File: src/rtl/tle_pkg.sv
package tle_pkg;

    typedef enum logic [1:0] {
        ST_IDLE      = 2'd0,
        ST_CMP_ACT   = 2'd1,
        ST_INT_LATCH = 2'd2,
        ST_CRIT      = 2'd3
    } tle_state_e;

    localparam int LIM_HIGH = 0;
    localparam int LIM_LOW  = 1;
    localparam int LIM_CRIT = 2;
    localparam int NUM_LIM  = 3;

    // bit order follows the limit indices above
    typedef struct packed {
        logic crit;
        logic low;
        logic high;
    } tle_flags_t;

endpackage

File: src/rtl/tle_limit_cmp.sv
module tle_limit_cmp
    import tle_pkg::*;
#(
    parameter int TEMP_W = 13
) (
    input  logic                     clk,
    input  logic                     rst_n,
    input  logic                     smp_valid,
    input  logic signed [TEMP_W-1:0] smp_temp,
    input  logic signed [TEMP_W-1:0] lim_vec [NUM_LIM],
    output tle_flags_t               hit_now,
    output tle_flags_t               flags_q,
    output logic signed [TEMP_W-1:0] temp_q
);

    logic [NUM_LIM-1:0] hit_vec;

    // one signed comparator per limit; the low limit checks the other direction
    for (genvar gi = 0; gi < NUM_LIM; gi++) begin : g_lim
        if (gi == LIM_LOW) begin : g_below
            assign hit_vec[gi] = (smp_temp < lim_vec[gi]);
        end else begin : g_above
            assign hit_vec[gi] = (smp_temp > lim_vec[gi]);
        end
    end

    assign hit_now = tle_flags_t'(hit_vec);

    always_ff @(posedge clk or negedge rst_n) begin
        if (!rst_n) begin
            flags_q <= '0;
            temp_q  <= '0;
        end else if (smp_valid) begin
            flags_q <= hit_now;
            temp_q  <= smp_temp;
        end
    end

    a_r2_sample_held: assert property (@(posedge clk) disable iff (!rst_n)
        smp_valid |=> temp_q == $past(smp_temp));

    a_r10_no_strobe_hold: assert property (@(posedge clk) disable iff (!rst_n)
        !smp_valid |=> ($stable(flags_q) && $stable(temp_q)));

endmodule

File: src/rtl/tle_event_fsm.sv
module tle_event_fsm
    import tle_pkg::*;
(
    input  logic       clk,
    input  logic       rst_n,
    input  logic       smp_valid,
    input  tle_flags_t hit,
    input  logic       intr_mode,
    input  logic       clr,
    output logic       evt_active
);

    tle_state_e state, base, nxt;

    always_comb begin
        base = state;
        if (clr && state == ST_INT_LATCH) begin
            base = ST_IDLE;
        end
        nxt = base;
        if (smp_valid) begin
            if (hit.crit) begin
                nxt = ST_CRIT;
            end else if (hit.high || hit.low) begin
                nxt = intr_mode ? ST_INT_LATCH : ST_CMP_ACT;
            end else begin
                unique case (base)
                    ST_IDLE:      nxt = ST_IDLE;
                    ST_CMP_ACT:   nxt = ST_IDLE;
                    ST_INT_LATCH: nxt = intr_mode ? ST_INT_LATCH : ST_IDLE;
                    ST_CRIT:      nxt = intr_mode ? ST_INT_LATCH : ST_IDLE;
                    default:      nxt = ST_IDLE;
                endcase
            end
        end
    end

    always_ff @(posedge clk or negedge rst_n) begin
        if (!rst_n) begin
            state <= ST_IDLE;
        end else begin
            state <= nxt;
        end
    end

    always_comb begin
        evt_active = (state != ST_IDLE);
    end

    a_r7_crit_no_clear: assert property (@(posedge clk) disable iff (!rst_n)
        (state == ST_CRIT && !smp_valid) |=> state == ST_CRIT);

    a_r5_latch_sticky: assert property (@(posedge clk) disable iff (!rst_n)
        (state == ST_INT_LATCH && !clr && intr_mode) |=> state != ST_IDLE);

    a_r6_clear_drops: assert property (@(posedge clk) disable iff (!rst_n)
        (state == ST_INT_LATCH && clr && !smp_valid) |=> state == ST_IDLE);

    a_r4_cmp_in_range: assert property (@(posedge clk) disable iff (!rst_n)
        (smp_valid && !intr_mode && !hit.high && !hit.low && !hit.crit) |=> state == ST_IDLE);

    a_r10_state_hold: assert property (@(posedge clk) disable iff (!rst_n)
        (!smp_valid && !clr) |=> $stable(state));

endmodule

File: src/rtl/tle_event_gen.sv
module tle_event_gen
    import tle_pkg::*;
#(
    parameter int TEMP_W = 13
) (
    input  logic                     clk,
    input  logic                     rst_n,
    input  logic                     smp_valid,
    input  logic signed [TEMP_W-1:0] smp_temp,
    input  logic signed [TEMP_W-1:0] lim_high,
    input  logic signed [TEMP_W-1:0] lim_low,
    input  logic signed [TEMP_W-1:0] lim_crit,
    input  logic                     cfg_active_high,
    input  logic                     cfg_intr_mode,
    input  logic                     evt_clr,
    output logic                     evt_pin,
    output logic signed [TEMP_W-1:0] temp_held,
    output logic                     stat_above_high,
    output logic                     stat_below_low,
    output logic                     stat_above_crit
);

    logic signed [TEMP_W-1:0] lim_vec [NUM_LIM];
    tle_flags_t               hit_now;
    tle_flags_t               flags_q;
    logic                     evt_active;

    assign lim_vec[LIM_HIGH] = lim_high;
    assign lim_vec[LIM_LOW]  = lim_low;
    assign lim_vec[LIM_CRIT] = lim_crit;

    tle_limit_cmp #(.TEMP_W(TEMP_W)) u_cmp (
        .clk       (clk),
        .rst_n     (rst_n),
        .smp_valid (smp_valid),
        .smp_temp  (smp_temp),
        .lim_vec   (lim_vec),
        .hit_now   (hit_now),
        .flags_q   (flags_q),
        .temp_q    (temp_held)
    );

    tle_event_fsm u_fsm (
        .clk        (clk),
        .rst_n      (rst_n),
        .smp_valid  (smp_valid),
        .hit        (hit_now),
        .intr_mode  (cfg_intr_mode),
        .clr        (evt_clr),
        .evt_active (evt_active)
    );

    assign evt_pin         = cfg_active_high ? evt_active : ~evt_active;
    assign stat_above_high = flags_q.high;
    assign stat_below_low  = flags_q.low;
    assign stat_above_crit = flags_q.crit;

    a_r7_crit_pin_active: assert property (@(posedge clk) disable iff (!rst_n)
        (smp_valid && smp_temp > lim_crit) |=> evt_active);

    a_r8_pin_quiet: assert property (@(posedge clk) disable iff (!rst_n)
        (!smp_valid && !evt_clr && $stable(cfg_active_high)) |=> $stable(evt_pin));

endmodule

File: config.mk
export PLATFORM = sky130hd
export DESIGN_NAME = tle_event_gen
export DESIGN_NICKNAME = d
export VERILOG_FILES = /design/src/rtl/tle_pkg.sv /design/src/rtl/tle_limit_cmp.sv /design/src/rtl/tle_event_fsm.sv /design/src/rtl/tle_event_gen.sv
export SDC_FILE = /design/constraint.sdc
export NUM_CORES = 1
export LEC_CHECK = 0
export ABC_AREA = 1
export BUFFER_PORTS_ARGS = -buffer_cell sky130_fd_sc_hd__buf_2
export CORE_MARGIN = 2
export CORE_UTILIZATION = 49
export DETAILED_ROUTE_END_ITERATION = 10
export HOLD_SLACK_MARGIN = 0.08
export PLACE_DENSITY_LB_ADDON = 0.15
export SETUP_SLACK_MARGIN = 0.05
export SLEW_MARGIN = 20
export SYNTH_ARGS = -nofsm -noshare
export SYNTH_HDL_FRONTEND = slang
export SYNTH_HIERARCHICAL = 1
export SYNTH_SLANG_ARGS = --single-unit
File: constraint.sdc
create_clock -name clk -period 1 [get_ports clk]
set_input_delay 0.2 -clock clk [delete_from_list [all_inputs] [get_ports clk]]
set_output_delay 0.2 -clock clk [all_outputs]
set_load 0.005 [all_outputs]
==> results.md, run 1 <==
- CTS buffer count: 3
- Avg Inst Size Synth: 6.61 sq um
- Row count: 22
- Post-synthesis sequential area ratio: 0.242
- Worst_ep kind: sequential cell input
- Post-Syn Instances: 281
- Synth Area in Compound Gates: 0.0444
- CTS sink count: 18
- IO Count: 75
- Post-Syn Area: 1860 sq um
- Ys Warns: 6
- H-tree Lvls: 1
- Root Driver: clkbuf_8
- Cell variety after synth: 23
- Pre-CTS setup slack: -0.861 ns
- Synth Area in Adders: 0.256
- Largest family of logic cells by synthesized area: simple AND/OR/NAND/NOR gates
- FF+latch count, synth: 18
- Stop stage: global routing
- Error message: [ERROR DPL-0033] detailed placement checks failed during check placement.
- Starting density of the core: 0.508
- Pin count of the biggest net entering global routing: 19
- GRT worst endpoint: u_fsm/state[1]$_DFF_PN0_/D
- Die height: 65.6 um
- CTS max path bufs: 2
- Simple-gate share of the synthesized area: 0.312
- Outcome: did not finish
- Placer congestion estimate: 0.859
- Synthesized Nets: 377
- Post-DP HPWL: 4090 um
- Die width: 65.6 um
- Antenna violations before repair: 0
- Post-Synth XOR/XNOR Area: 0
- Multiplexer share of the synthesized area: 0
- Port Buf Inserts: 74
==> synth_stat cells <==
library cell	n	area [sq um]
clkbuf_1	1	3.75
or2_1	1	6.26
o21ai_0	1	5.00
nor3_1	1	5.00
and2_1	1	6.26
nand3_1	12	60.1
nor2_2	3	18.8
nand2_2	3	18.8
nand2_1	100	375
a21oi_1	13	65.1
nand3_2	1	10.0
buf_2	1	5.00
dfrtp_1	18	450
nor2_4	1	11.3
clkbuf_2	1	5.00
o21bai_1	1	7.51
inv_1	64	240
and3_1	2	12.5
ha_1	38	475
inv_2	4	15.0
nor2_1	10	37.5
o21ai_1	1	5.00
nand4_1	3	18.8
==> per-stage QoR <==
step	instance area, sq um	instances
4_1_cts	3290	437
3_5_place_dp	2850	422
3_3_place_gp	2850	422
2_1_floorplan	2260	281
==> cells by family after synthesis <==
group,after synthesis
AND/OR/NAND/NOR,138
buffers and inverters,71
flip-flops,18
AO/OA/AOI/OAI,16
adder cells (fa/ha/maj),38
==> what timing repair did <==
action                                  CTS
endpoints found under the setup margin   16
resized for setup                        71
buffers inserted                         11
endpoints found under the hold margin    18
pin swaps                                38
hold buffers                              1
==> run 2: changes to the inputs <==
--- a/config.mk
+++ b/config.mk
@@ -8,11 +8,9 @@
 export ABC_AREA = 1
 export BUFFER_PORTS_ARGS = -buffer_cell sky130_fd_sc_hd__buf_2
 export CORE_MARGIN = 2
-export CORE_UTILIZATION = 49
+export CORE_UTILIZATION = 40
 export DETAILED_ROUTE_END_ITERATION = 10
-export HOLD_SLACK_MARGIN = 0.08
 export PLACE_DENSITY_LB_ADDON = 0.15
-export SETUP_SLACK_MARGIN = 0.05
 export SLEW_MARGIN = 20
 export SYNTH_ARGS = -nofsm -noshare
 export SYNTH_HDL_FRONTEND = slang
==> results.md, run 2 <==
- Vias: 2039
- Pin count of the biggest net entering global routing: 19
- CTS buffer count: 3 (unchanged)
- Post-synthesis sequential area ratio: 0.242 (unchanged)
- Pre-CTS setup slack: -0.811 ns (+0.0505 ns)
- Number of flip-flops in the largest register: 13
- Port Buf Inserts: 74 (unchanged)
- CTS sink count: 18 (unchanged)
- Antenna violations before repair: 0
- Top flop regs: u_cmp/temp_q (13), u_cmp/flags_q (3), u_fsm/state (2)
- Most common cell after layout, fill and taps aside: nand2_1
- Vias in the first global route: 1868
- Share of cells above drive strength 1: 0.571
- Post-synth top area cell: ha_1
- Post-DP HPWL: 4050 um (-1.1%)
- Overall routing resource usage: 0.192
- CP Data Arrival Time: 1.58 ns
- R2R cell count: 4
- Final setup fails: 6
- Synthesized Nets: 377 (unchanged)
- Switching power total: 0.000958 W
- Final WS setup: -0.440 ns
- Max-slew violation count: 0
- Reg clk slew, reported paths: 0.07 ns
- Grt total ovfl: 0
- Die height: 72.2 um (+10%)
- Placer congestion estimate: 0.785 (-8.6%)
- Cell variety after synth: 23 (unchanged)
- Post-route DRC violation count: 0
- Max Cap Viol: 0
- Area share of the largest cell type after synthesis: 0.256 (unchanged)
- Biggest register: u_cmp/temp_q
- Design Power: 0.00281 W
- Routed Antenna Nets: 0
- Avg Inst Size Synth: 6.61 sq um (unchanged)
- Sw frac: 0.341
- Diode count: 0
- Post-DR vias/cell: 4.74
- Clk_lat worst skew: 0.25 ns
- Layout Nets: 475
- Sequential power share: 0.301
- Pwr dens: 851 nW/um^2
- Post-Syn Instances: 281 (unchanged)
- Final period util: 1.44
- Final Core Density: 0.748
- Number of synthesized flops with an enable pin: 0 (unchanged)
- Finished Layout Cells: 430
- Layout Area Growth over Synthesis: 77.8%
- Peak Freq: 694 MHz
- Comb pwr share: 0.490
- P_int: 0.00185 W
- Ys Warns: 6 (unchanged)
- Leak Pwr: 1.73 nW
- Clock power frac: 0.209
- Die footprint: 5210 sq um
- Core area: 4410 sq um
- Die width: 72.2 um (+10%)
- RSZ-0062 raised after global routing: yes
- Starting density of the core: 0.421 (-0.0866)
- Nature of the critical path startpoint: input port
- Routed Wire Length: 5190 um
- DRT iter0 DRCs: 97
- Row count: 24 (+9.1%)
- Async SR Flop Fraction: 1.00 (unchanged)
- Setup_tns: -1.82 ns
- First-pass GRT wire length: 8000 um
- Outcome: finished with violations
- Main flop type after synthesis: dfrtp_1
- Most numerous cell in the Yosys netlist: nand2_1
- WL/cell: 12.1 um
- Hold Path Class: in2reg
- Maximum vdd ir drop: 0.508 mV
- Root Driver: clkbuf_8
- FF+latch count, synth: 18 (unchanged)
- Failing checks: negative setup slack
- Slew @ Worst Pin: 0.393 ns
- Commonest cells after routing, fill and taps aside: nand2_1, buf_2, inv_1, ha_4, inv_2
- H-tree Lvls: 1 (unchanged)
- First-pass detailed-route iteration total: 4
- Final min period: 1.44 ns
- Post-Syn Area: 1860 sq um (unchanged)
- Worst hold stages: 3
- Rel. slew slack: 0.738
- Synth top cells by count: nand2_1, inv_1, ha_1
- Final hold violation count: 0
- Crit. End Element: flip-flop
- Worst-path maximum fanout: 3
- Largest cells by area after synthesis: ha_1, dfrtp_1, nand2_1
- Final setup skew: 0.0000486 ns
- Crit Path Class: in2reg
- IO Count: 75 (unchanged)
- Dpl cells: 422 (unchanged)
- CTS max path bufs: 2 (unchanged)
- CTS tree: yes
- CP Data Required Time: 1.14 ns
run 2: cell counts after synthesis:
Identical to the previous run, type by type.
run 2: worst paths after layout:
kind                                               end                         from  slack (ns)
max in group asynchronous  u_cmp/temp_q[3]$_DFFE_PN0P_                        rst_n        0.32
max reg2reg                   u_fsm/state[1]$_DFF_PN0_     u_fsm/state[0]$_DFF_PN0_        0.26
max                           u_fsm/state[0]$_DFF_PN0_                  lim_crit[4]       -0.44
min                        u_cmp/temp_q[8]$_DFFE_PN0P_                  smp_temp[8]        0.18
min reg2reg                u_cmp/temp_q[8]$_DFFE_PN0P_  u_cmp/temp_q[8]$_DFFE_PN0P_        0.47
min in group asynchronous  u_cmp/temp_q[0]$_DFFE_PN0P_                        rst_n        0.40
run 2: layout make-up:
class / count / area, sq um
clock buffer: 4 / 55.1
fill: 338 / 1110
inverter: 68 / 318
multi-input combinational: 192 / 1740
sequential: 18 / 450
tap: 52 / 65.1
timing repair buffer: 96 / 679
run 2: logic make-up after synthesis:
kind of cell             share of synthesized area
AO/OA/AOI/OAI                               0.0444
adder cells (fa/ha/maj)                      0.256
buffers and inverters                        0.145
flip-flops                                   0.242
AND/OR/NAND/NOR                              0.312
run 2: power groups by stage:
| stage | logic [W] | registers, W | clock network [W] |
|---|---|---|---|
| 6_report | 0.00138 | 0.000847 | 0.000587 |
| 5_1_grt | 0.00153 | 0.000856 | 0.000631 |
| 4_1_cts | 0.00119 | 0.000848 | 0.000605 |
| 3_5_place_dp | 0.00109 | 0.000861 | 0 |
| 3_3_place_gp | 0.00106 | 0.000858 | 0 |
| 2_1_floorplan | 0.000619 | 0.000867 | 0 |
run 2: metal layers:
| metal | vias up | global-route usage | wire length, um |
|---|---|---|---|
| li1 | 1053 | - | - |
| met1 | 924 | 0.257 | 2220 |
| met2 | 54 | 0.327 | 2620 |
| met3 | 8 | 0.0181 | 275 |
| met4 | 0 | 0.0608 | 76 |
| met5 | - | 0 | 0 |
run 2: what timing repair did:
action,CTS,global route
hold buffers,1,0
gates resized for setup,45,53
endpoints found under the setup margin,6,7
endpoints found under the hold margin,18,0
buffers inserted,2,2
pin swaps,36,34
run 2: worst max-delay path, stage by stage:
cell and delay (ns):
buf_2 0.09, inv_2 0.04, ha_4 0.26, nand2_2 0.06, nor2_1 0.11, nand2_1 0.06
nand3_1 0.06, nand2_1 0.08, nand2_1 0.09, nand2_2 0.06, and3_4 0.15, nor2_4 0.09
inv_2 0.06, nor2_1 0.11, a21oi_1 0.05
run 2: per-stage QoR:
step           area (sq um)  hold WS (ns)
5_1_grt                3300         0.195
3_5_place_dp           2820         0.145
6_report               3300         0.185
3_3_place_gp           2820         0.141
2_1_floorplan          2260       -0.0956
4_1_cts                3080         0.196
(Power assumes the default switching activity.)
